$ cat src/rtl/rmac_pkg.sv
package rmac_pkg;

  localparam int ELEM_W = 32;

  typedef enum logic {
    OP_MAC = 1'b0,
    OP_SAT = 1'b1
  } rmac_op_e;

  typedef enum logic [2:0] {
    ST_IDLE,
    ST_RD_A,
    ST_RD_B,
    ST_MUL,
    ST_ACC,
    ST_FLAG,
    ST_FIN
  } rmac_state_e;

  // Sign-extend the right-aligned element selected by the size code.
  function automatic logic [ELEM_W-1:0] elem_extend(input logic [ELEM_W-1:0] raw,
                                                     input logic [1:0]        sz);
    case (sz)
      2'd0:    return {{(ELEM_W-8){raw[7]}}, raw[7:0]};
      2'd1:    return {{(ELEM_W-16){raw[15]}}, raw[15:0]};
      default: return raw;
    endcase
  endfunction

  // Byte step between consecutive elements.
  function automatic logic [2:0] elem_stride(input logic [1:0] sz);
    case (sz)
      2'd0:    return 3'd1;
      2'd1:    return 3'd2;
      default: return 3'd4;
    endcase
  endfunction

endpackage

$ cat src/rtl/rmac_mul.sv
module rmac_mul #(
  parameter int IN_W = 32
) (
  input  logic                clk,
  input  logic                rst_n,
  input  logic                en,
  input  logic [IN_W-1:0]     opa,
  input  logic [IN_W-1:0]     opb,
  output logic [2*IN_W-1:0]   prod
);

  localparam int OUT_W = 2 * IN_W;

  logic signed [OUT_W-1:0] wide_a;
  logic signed [OUT_W-1:0] wide_b;

  always_comb begin
    wide_a = {{IN_W{opa[IN_W-1]}}, opa};
    wide_b = {{IN_W{opb[IN_W-1]}}, opb};
  end

  always_ff @(posedge clk or negedge rst_n) begin
    if (!rst_n)  prod <= '0;
    else if (en) prod <= wide_a * wide_b;
  end

endmodule

$ cat src/rtl/rmac_accum.sv
module rmac_accum #(
  parameter int LO_W = 64,
  parameter int HI_W = 32
) (
  input  logic            clk,
  input  logic            rst_n,
  input  logic            load,
  input  logic [LO_W-1:0] load_lo,
  input  logic [HI_W-1:0] load_hi,
  input  logic            add_en,
  input  logic [LO_W-1:0] addend,
  output logic [LO_W-1:0] lo,
  output logic [HI_W-1:0] hi
);

  localparam logic [HI_W-1:0] HI_ONE = HI_W'(1);

  logic [LO_W-1:0] sum;
  logic            addend_neg;
  logic            carry_up;
  logic            borrow_down;
  logic [HI_W-1:0] hi_next;

  // The low word wraps unsigned; the high word tracks the lost carry or borrow.
  always_comb begin
    sum         = lo + addend;
    addend_neg  = addend[LO_W-1];
    carry_up    = !addend_neg && (sum < lo);
    borrow_down = addend_neg && (sum > lo);
    hi_next     = hi;
    if (carry_up)         hi_next = hi + HI_ONE;
    else if (borrow_down) hi_next = hi - HI_ONE;
  end

  always_ff @(posedge clk or negedge rst_n) begin
    if (!rst_n) begin
      lo <= '0;
      hi <= '0;
    end else if (load) begin
      lo <= load_lo;
      hi <= load_hi;
    end else if (add_en) begin
      lo <= sum;
      hi <= hi_next;
    end
  end

  // a non-negative addend never lowers the high word, a negative one never raises it
  p_carry_up_r4: assert property (@(posedge clk) disable iff (!rst_n)
    (add_en && !load && !addend[LO_W-1]) |=> (hi == $past(hi) || hi == $past(hi) + HI_ONE));

  p_borrow_down_r4: assert property (@(posedge clk) disable iff (!rst_n)
    (add_en && !load && addend[LO_W-1]) |=> (hi == $past(hi) || hi == $past(hi) - HI_ONE));

endmodule

$ cat src/rtl/rmac_sat.sv
module rmac_sat #(
  parameter int LO_W = 64,
  parameter int HI_W = 32
) (
  input  logic            ovf,
  input  logic            sign,
  input  logic [LO_W-1:0] lo_in,
  input  logic [HI_W-1:0] hi_in,
  output logic [LO_W-1:0] lo_out,
  output logic [HI_W-1:0] hi_out
);

  always_comb begin
    lo_out = lo_in;
    hi_out = hi_in;
    if (ovf) begin
      if (sign) begin
        hi_out = '0;
        lo_out = {1'b0, {(LO_W-1){1'b1}}};
      end else begin
        hi_out = '1;
        lo_out = {1'b1, {(LO_W-1){1'b0}}};
      end
    end
  end

endmodule

$ cat src/rtl/rmac_engine.sv
module rmac_engine
  import rmac_pkg::*;
#(
  parameter int ADDR_W = 32,
  parameter int CNT_W  = 32
) (
  input  logic                clk,
  input  logic                rst_n,
  input  logic                cmd_valid,
  output logic                cmd_ready,
  input  logic                cmd_op,
  input  logic [1:0]          cmd_size,
  input  logic [ADDR_W-1:0]   cmd_ptr_a,
  input  logic [ADDR_W-1:0]   cmd_ptr_b,
  input  logic [CNT_W-1:0]    cmd_count,
  input  logic [2*ELEM_W-1:0] cmd_acc_lo,
  input  logic [ELEM_W-1:0]   cmd_acc_hi,
  input  logic                cmd_ovf,
  input  logic                cmd_sign,
  output logic                rd_valid,
  input  logic                rd_ready,
  output logic [ADDR_W-1:0]   rd_addr,
  output logic [1:0]          rd_size,
  input  logic [ELEM_W-1:0]   rd_data,
  output logic                done,
  output logic [ADDR_W-1:0]   res_ptr_a,
  output logic [ADDR_W-1:0]   res_ptr_b,
  output logic [CNT_W-1:0]    res_count,
  output logic [2*ELEM_W-1:0] res_acc_lo,
  output logic [ELEM_W-1:0]   res_acc_hi,
  output logic                res_ovf,
  output logic                res_sign
);

  localparam int LO_W = 2 * ELEM_W;
  localparam int HI_W = ELEM_W;
  localparam logic [CNT_W-1:0] CNT_ONE = CNT_W'(1);

  rmac_state_e       state;
  logic [1:0]        size_q;
  logic [ADDR_W-1:0] ptr_a_q;
  logic [ADDR_W-1:0] ptr_b_q;
  logic [CNT_W-1:0]  cnt_q;
  logic              ovf_q;
  logic              sign_q;
  logic [ELEM_W-1:0] opa_q;
  logic [ELEM_W-1:0] opb_q;

  logic              accept;
  logic              is_sat;
  logic              loop_start;
  logic [ADDR_W-1:0] stride;
  logic              hi_wide;
  logic [LO_W-1:0]   prod;
  logic [LO_W-1:0]   sat_lo;
  logic [HI_W-1:0]   sat_hi;
  logic [LO_W-1:0]   load_lo;
  logic [HI_W-1:0]   load_hi;
  logic [LO_W-1:0]   acc_lo;
  logic [HI_W-1:0]   acc_hi;

  assign cmd_ready  = (state == ST_IDLE);
  assign accept     = cmd_valid && cmd_ready;
  assign is_sat     = (rmac_op_e'(cmd_op) == OP_SAT);
  assign loop_start = accept && !is_sat && (cmd_count != '0);
  assign stride     = ADDR_W'(elem_stride(size_q));
  assign hi_wide    = !((acc_hi == '0) || (acc_hi == '1));

  assign load_lo = is_sat ? sat_lo : cmd_acc_lo;
  assign load_hi = is_sat ? sat_hi : cmd_acc_hi;

  rmac_sat #(.LO_W(LO_W), .HI_W(HI_W)) u_sat (
    .ovf    (cmd_ovf),
    .sign   (cmd_sign),
    .lo_in  (cmd_acc_lo),
    .hi_in  (cmd_acc_hi),
    .lo_out (sat_lo),
    .hi_out (sat_hi)
  );

  rmac_mul #(.IN_W(ELEM_W)) u_mul (
    .clk   (clk),
    .rst_n (rst_n),
    .en    (state == ST_MUL),
    .opa   (opa_q),
    .opb   (opb_q),
    .prod  (prod)
  );

  rmac_accum #(.LO_W(LO_W), .HI_W(HI_W)) u_acc (
    .clk     (clk),
    .rst_n   (rst_n),
    .load    (accept),
    .load_lo (load_lo),
    .load_hi (load_hi),
    .add_en  (state == ST_ACC),
    .addend  (prod),
    .lo      (acc_lo),
    .hi      (acc_hi)
  );

  always_ff @(posedge clk or negedge rst_n) begin
    if (!rst_n) begin
      state   <= ST_IDLE;
      size_q  <= '0;
      ptr_a_q <= '0;
      ptr_b_q <= '0;
      cnt_q   <= '0;
      ovf_q   <= 1'b0;
      sign_q  <= 1'b0;
      opa_q   <= '0;
      opb_q   <= '0;
    end else begin
      case (state)
        ST_IDLE: begin
          if (accept) begin
            size_q  <= cmd_size;
            ptr_a_q <= cmd_ptr_a;
            ptr_b_q <= cmd_ptr_b;
            cnt_q   <= cmd_count;
            sign_q  <= cmd_sign;
            ovf_q   <= loop_start ? 1'b0 : cmd_ovf;
            state   <= loop_start ? ST_RD_A : ST_FIN;
          end
        end
        ST_RD_A: begin
          if (rd_ready) begin
            opa_q <= elem_extend(rd_data, size_q);
            state <= ST_RD_B;
          end
        end
        ST_RD_B: begin
          if (rd_ready) begin
            opb_q <= elem_extend(rd_data, size_q);
            state <= ST_MUL;
          end
        end
        ST_MUL: state <= ST_ACC;
        ST_ACC: begin
          ptr_a_q <= ptr_a_q + stride;
          ptr_b_q <= ptr_b_q + stride;
          cnt_q   <= cnt_q - CNT_ONE;
          state   <= (cnt_q == CNT_ONE) ? ST_FLAG : ST_RD_A;
        end
        ST_FLAG: begin
          ovf_q  <= hi_wide;
          sign_q <= acc_hi[HI_W-1];
          state  <= ST_FIN;
        end
        ST_FIN:  state <= ST_IDLE;
        default: state <= ST_IDLE;
      endcase
    end
  end

  assign rd_valid   = (state == ST_RD_A) || (state == ST_RD_B);
  assign rd_addr    = (state == ST_RD_B) ? ptr_b_q : ptr_a_q;
  assign rd_size    = size_q;
  assign done       = (state == ST_FIN);
  assign res_ptr_a  = ptr_a_q;
  assign res_ptr_b  = ptr_b_q;
  assign res_count  = cnt_q;
  assign res_acc_lo = acc_lo;
  assign res_acc_hi = acc_hi;
  assign res_ovf    = ovf_q;
  assign res_sign   = sign_q;

  // zero count returns the command unchanged on the next cycle
  p_zero_pass_r1: assert property (@(posedge clk) disable iff (!rst_n)
    (accept && !is_sat && cmd_count == '0) |=>
      (done && res_acc_lo == $past(cmd_acc_lo) && res_acc_hi == $past(cmd_acc_hi) &&
       res_ovf == $past(cmd_ovf) && res_sign == $past(cmd_sign) && res_count == '0));

  // overflow is cleared as a counted command starts
  p_ovf_clear_r5: assert property (@(posedge clk) disable iff (!rst_n)
    loop_start |=> !res_ovf);

  // final sign follows the high word's top bit
  p_sign_final_r6: assert property (@(posedge clk) disable iff (!rst_n)
    (state == ST_FLAG) |=> (res_sign == res_acc_hi[HI_W-1]));

  // both addresses advance by one element per iteration
  p_ptr_step_r7: assert property (@(posedge clk) disable iff (!rst_n)
    (state == ST_ACC) |=> (res_ptr_a == $past(res_ptr_a) + $past(stride) &&
                           res_ptr_b == $past(res_ptr_b) + $past(stride)));

  // clamp direction is opposite to the incoming sign
  p_sat_clamp_r8: assert property (@(posedge clk) disable iff (!rst_n)
    (accept && is_sat && cmd_ovf) |=> ((res_acc_hi == '0) == $past(cmd_sign)));

  // clamp without overflow keeps the sum
  p_sat_keep_r9: assert property (@(posedge clk) disable iff (!rst_n)
    (accept && is_sat && !cmd_ovf) |=>
      (res_acc_lo == $past(cmd_acc_lo) && res_acc_hi == $past(cmd_acc_hi)));

  // count drops by exactly one per iteration
  p_count_step_r10: assert property (@(posedge clk) disable iff (!rst_n)
    (state == ST_ACC) |=> (res_count == $past(res_count) - CNT_ONE));

  // a stalled read request holds its address and size
  p_rd_hold_r11: assert property (@(posedge clk) disable iff (!rst_n)
    (rd_valid && !rd_ready) |=> (rd_valid && $stable(rd_addr) && $stable(rd_size)));

  // done is a single-cycle pulse
  p_done_pulse_r11: assert property (@(posedge clk) disable iff (!rst_n)
    done |=> !done);

endmodule

$ cat config.mk
export PLATFORM = sky130hd
export DESIGN_NAME = rmac_engine
export DESIGN_NICKNAME = d
export VERILOG_FILES = /design/src/rtl/rmac_pkg.sv /design/src/rtl/rmac_mul.sv /design/src/rtl/rmac_accum.sv /design/src/rtl/rmac_sat.sv /design/src/rtl/rmac_engine.sv
export SDC_FILE = /design/constraint.sdc
export NUM_CORES = 2
export LEC_CHECK = 0
export BUFFER_PORTS_ARGS = -buffer_cell sky130_fd_sc_hd__buf_2
export CORE_UTILIZATION = 35
export DETAILED_ROUTE_END_ITERATION = 10
export HOLD_SLACK_MARGIN = 0.12
export SETUP_SLACK_MARGIN = 0.02
export SLEW_MARGIN = 10
export SYNTH_ARGS = -nofsm -noshare
export SYNTH_HDL_FRONTEND = slang
export SYNTH_SLANG_ARGS = --single-unit
$ cat constraint.sdc
create_clock -name clk -period 9.6 [get_ports clk]
set_clock_uncertainty 0.15 [all_clocks]
set_input_delay 1.92 -clock clk [delete_from_list [all_inputs] [get_ports clk]]
set_output_delay 1.92 -clock clk [all_outputs]
set_load 0.01 [all_outputs]
======== Word-level counts from Yosys, hierarchy flattened ========
Cells that the tools add are included.
word-level totals
  register bits ........................... 327
  bits of input ports ..................... 233
  output and inout bits ................... 231
  word-level logic and storage cells ...... 90
operators by class
  $add $sub $neg .......................... 6
  multiply operators ...................... 1
  order comparisons ....................... 2
  eq/ne operators ......................... 12
  multiplexer cells ....................... 32
  reductions and logical operators ........ 25
operators with widths
  cell                   count
  $mux 32                11
  $mux 64                5
  $pmux 32 s2            4
  $add 32x3->32          2
  $add 64x64->64         1
  $gt 64x64->1           1
  $lt 64x64->1           1
  $mul 32x32->64         1
  $sub 32x1->32 const B  2
  $add 32x1->32 const B  1
  $eq 32x1->1 const B    1
  $eq 32x32->1 const B   1
  $logic_not 32->1       1
  $reduce_bool 32->1     1
  $pmux 3 s6             1
  $mux 3                 5
  $reduce_and 2->1       6
  $eq 3x3->1 const B     3
  $eq 3x2->1 const B     2
  $pmux 3 s2             1
  $reduce_bool 2->1      3
  $logic_and 1x1->1      5
  $ne 2x2->1 const B     2
  $pmux 1 s2             2
  10 further kinds       15

======== Longest topological paths before layout ========
  depth after elaboration ................. 7
  gate-level depth with buffers ........... 35
  mapped depth without buffers ............ 35

======== By module ========
A second synthesis with hierarchy kept.
unflattened totals
  cell total of the unflattened synthesis .. 6895
  area, all modules ....................... 61811.8 um^2
modules (own cells, without submodules)
  module       times used  cells each  area each (um^2)  sequential area each (um^2)
  rmac_mul     1           4067        38821.0           1601.5
  rmac_accum   1           1475        11473.5           2402.3
  rmac_engine  1           1140        10425.0           4179.0
  rmac_sat     1           213         1092.3            0.0

======== Worst setup path after synthesis ========
OpenSTA, ideal clock, no wires.
  path kind ............................... reg2reg
  start ................................... reg opa_q[31]
  end ..................................... reg u_mul.prod[61]
  setup time .............................. 133 ps
  arrival ................................. 7955 ps
  data required time ...................... 9317 ps
  path slack .............................. 1362 ps
  stages on the path, launching flop included .. 27
  path buffers ............................ 2
  period minus slack after synthesis ...... 8238 ps
  cells stage by stage .................... dfrtp_1 clkbuf_1 nand2_1 inv_1 fa_1 fa_1 fa_1 fa_1 inv_1 fa_1 inv_1 fa_1 inv_1 fa_1 inv_1 fa_1 ha_1 clkbuf_1 a21o_1 a21o_1 a21oi_1 nand2_1 o31a_1 a221o_1 a31oi_1 xor2_1 o21ai_0
on the way
  cells in the longest elaborated chain, start to end .. 1
ends and longest elaborated chain
  what                    line                RTL
  start, declared         rmac_engine.sv:46   logic [ELEM_W-1:0] opa_q;
  start signal, assigned  rmac_engine.sv:128  opa_q <= elem_extend(rd_data, size_q);
  $mul 32x32->64          rmac_mul.sv:24      else if (en) prod <= wide_a * wide_b;
  end signal, assigned    rmac_mul.sv:24
  end, declared           rmac_mul.sv:9       output logic [2*IN_W-1:0] prod
No other way between the ends.
A chain may end at the register's enable or synchronous reset.

======== Worst setup path in the final report ========
  start ................................... reg u_acc.lo[0]
  end ..................................... reg u_acc.hi[24]
on the way
  cells in the longest elaborated chain, start to end .. 6
  elaborated cells between the ends (all ways) .. 10
  classes of those cells .................. 1 x add/sub; 2 x order compare; 3 x mux; 4 x reduce/logical
ends and longest elaborated chain
  what                    line              RTL
  start, declared         rmac_accum.sv:12  output logic [LO_W-1:0] lo,
  start signal, assigned  rmac_accum.sv:40  lo <= load_lo;
  start signal, assigned  rmac_accum.sv:43  lo <= sum;
  $add 64x64->64          rmac_accum.sv:26  sum = lo + addend;
  $lt 64x64->1            rmac_accum.sv:28  carry_up = !addend_neg && (sum < lo);
  $logic_and 1x1->1       rmac_accum.sv:28
  $mux 32                 rmac_accum.sv:31  if (carry_up) hi_next = hi + HI_ONE;
  $mux 32                 rmac_accum.sv:42  end else if (add_en) begin
  $mux 32                 rmac_accum.sv:39  end else if (load) begin
  end signal, assigned    rmac_accum.sv:41  hi <= load_hi;
  end signal, assigned    rmac_accum.sv:44  hi <= hi_next;
  end, declared           rmac_accum.sv:13  output logic [HI_W-1:0] hi
Parallel ways exist; a longest one is shown, timed or not. The select of a mux whose other input is x is not followed.

==> out/summary.txt <==
Post-Syn Instances: 6,584
Worst-path clk slew: 0.06 ns
Status: complete, no violations
Synth cell count leaders: inv_1, fa_1, nand2_1, a21oi_1, and2_1
CTS Buf Count: 45
Wire per inst: 21.9 um
CTS tree: done
Setup TNS Final: 0 ns
Fill count: 16,800
GRT Util Overall: 23.5%
Ports: 464
Proportion of netlist area held by the largest area contributor: 37.4%
Clk Latency, worst-skew pair: 0.65 ns
Most frequent cell after synthesis: inv_1
Largest net degree at the start of global routing: 142
Die Y-Extent: 409 um
GR Overflow Total: 0
IO Port Bufs: 463
First drt pass iteration count: 6
Crit path arrival time: 9.43 ns
Final setup fails: 0
EDFF count, synth: 0
Clock Sinks: 327
Fin nets: 8,512
First-pass GRT wire length: 306,000 um
RSZ-0062 raised after global routing: no
Rows: 149
DIE AREA: 168,000 um^2
GP Congestion: 0.940
Initial antenna violation count: 20
Maximum fanout along the worst path: 21
CP peak stage delay: 0.42 ns
Post-CTS Resized: 0
Worst Hold Class: flip-flop to flip-flop
Vias: 48,300
Post-Syn Area: 58,100 um^2
Starting Density: 35.2%
Period utilization: 94.2%
Crit path time final: 9.04 ns
Seq cells post-synth: 327
Layout cells sized above 1: 11.1%
Final WL: 199,000 um
Syn nets: 8,251
Max stage delay cell, worst path: dfrtp_1
Slew Viols, Final: 0
CP Launch Type: flip-flop
Final Hold Vio Count: 0
Worst slew margin: 16.9%
Post-DP HPWL: 162,000 um
Register area share after synthesis: 14.1%
Syn Area/Cell: 8.82 um^2
Vias in the first global route: 49,300
Post-route DRC: 0
Most common cell on crit path: a21o_1
FFs w/ async S/R, synth: 100%
Synth Warn #: 0
Antenna-violating nets left: 0
Post-CTS Setup Repair Bufs: 0
H-tree Lvls: 2
Hold buffer count at cts: 0
Core Box Area: 165,000 um^2
DR vias/cell: 5.33
P&R area growth vs syn: 10.7%
Slew @ Worst Pin: 1.24 ns
Predominant post-synthesis flop cell: dfrtp_1
Max cap viols: 0
Setup Crit Path Kind: flip-flop to flip-flop
Yosys cell types: 70
CP Capture Type: flip-flop
Die Wd: 409 um
Area contributors post-synth: fa_1, dfrtp_1, ha_1, inv_1, nand2_1
Maximum clock rate: 111 MHz
Root buf cell: clkbuf_16
Clock buffer depth: 3
Area leader, netlist: fa_1
CP required: 9.99 ns
DR iter-0 viols: 4,295
per-layer routing:
metal / wire length (um) / track usage, % / vias to the layer above
met5: 87 / 0 / -
met4: 5170 / 6.02 / 14
met3: 14700 / 3.41 / 271
met2: 91400 / 37.3 / 1934
met1: 87700 / 33.6 / 24800
li1: - / - / 21300
critical path: cells and delay by family (launching register included):
family / cells / cell delay (ns)
adder cells (fa/ha/maj): 4 / 1.31
XOR/XNOR: 2 / 0.32
AND/OR/NAND/NOR: 4 / 0.63
buffers and inverters: 3 / 0.52
flip-flops: 1 / 0.42
AO/OA/AOI/OAI: 22 / 5.58
per-stage QoR:
step	hold slack (ns)	area [um^2]	setup WS [ns]	instances	utilization [%]
floorplan	0.303	58100	1.36	6584	-
global placement	0.325	62700	0.578	8987	38.0
detailed placement	0.330	62700	0.460	8987	38.0
CTS	0.344	64300	0.429	9067	39.0
global route	0.373	64300	0.0936	9077	39.0
finish	0.339	64300	0.555	9077	39.0
flip-flops by register name, summed over array words and instances (netlist names), 3 cells and up:
signal      cells
opa_q          32
res_ptr_a      32
res_ptr_b      32
u_acc.hi       32
state           3
u_acc.lo       64
opb_q          32
res_count      32
u_mul.prod     64
cells in the final DEF, fill, tap and decap left out, types with 11 or more instances in the layout:
cell type,netlist,routed
and2_1,359,356
a211oi_1,98,98
or2_2,12,11
fa_1,1086,1086
clkbuf_16,0,45
dfrtp_1,327,327
o211ai_1,21,21
a21oi_1,408,408
nand4_1,48,48
nor2b_1,19,19
ha_1,348,348
inv_1,1128,1127
mux2i_1,13,12
or3_1,17,17
buf_2,0,462
xor2_1,63,63
o21bai_1,33,33
a21o_1,96,96
o221a_2,24,24
a31oi_1,53,52
o31ai_1,17,17
o22ai_1,32,32
xnor2_1,97,97
buf_4,0,103
nor4_1,29,29
o21a_1,15,15
nor3_1,34,34
and3_1,40,38
mux2_2,52,52
nand2_1,975,971
o21ai_0,202,201
nand2b_1,37,37
nand3_1,74,74
nor2_1,338,335
a311oi_1,19,19
final timing paths:
| kind | end | from | cells past startpoint | slack [ns] |
|---|---|---|---|---|
| worst max-delay path | u_acc.hi[24] | u_acc.lo[0] | 35 | 0.56 |
| worst min-delay path | u_mul.prod[13] | u_mul.prod[13] | 2 | 0.34 |
| worst max register to register | u_acc.hi[24] | u_acc.lo[0] | 35 | 0.56 |
| worst min register to register | u_mul.prod[13] | u_mul.prod[13] | 2 | 0.34 |
| max in group asynchronous | res_ptr_a[24] | rst_n | 2 | 6.72 |
| min in group asynchronous | res_ptr_b[30] | rst_n | 1 | 1.18 |
cells by family (layout without fill, tap and decap cells):
logic type | after synthesis | count (layout) | synth area share [%]
AO/OA/AOI/OAI | 1108 | 1108 | 11.9
XOR/XNOR | 160 | 160 | 2.41
adder cells (fa/ha/maj) | 1434 | 1434 | 44.9
buffers and inverters | 1482 | 1776 | 9.58
flip-flops | 327 | 327 | 14.1
multiplexers | 65 | 65 | 1.23
other | 0 | 10 | 0
AND/OR/NAND/NOR | 2008 | 2008 | 15.8
cell type report:
class,instances,area [um^2],area share (%)
diodes,10,25.0,0.0389
clock buffers,57,1270,1.98
clock inverters,23,305,0.475
inverters,1128,4230,6.58
multi-input cells,4775,44400,69.1
flip-flops and latches,327,8180,12.7
well taps,2189,2740,4.26
repair buffers,568,3140,4.88
Power is left out: the tool's default activity adds up to more than one toggle a clock period on the data nets, which glitch-free logic cannot reach.
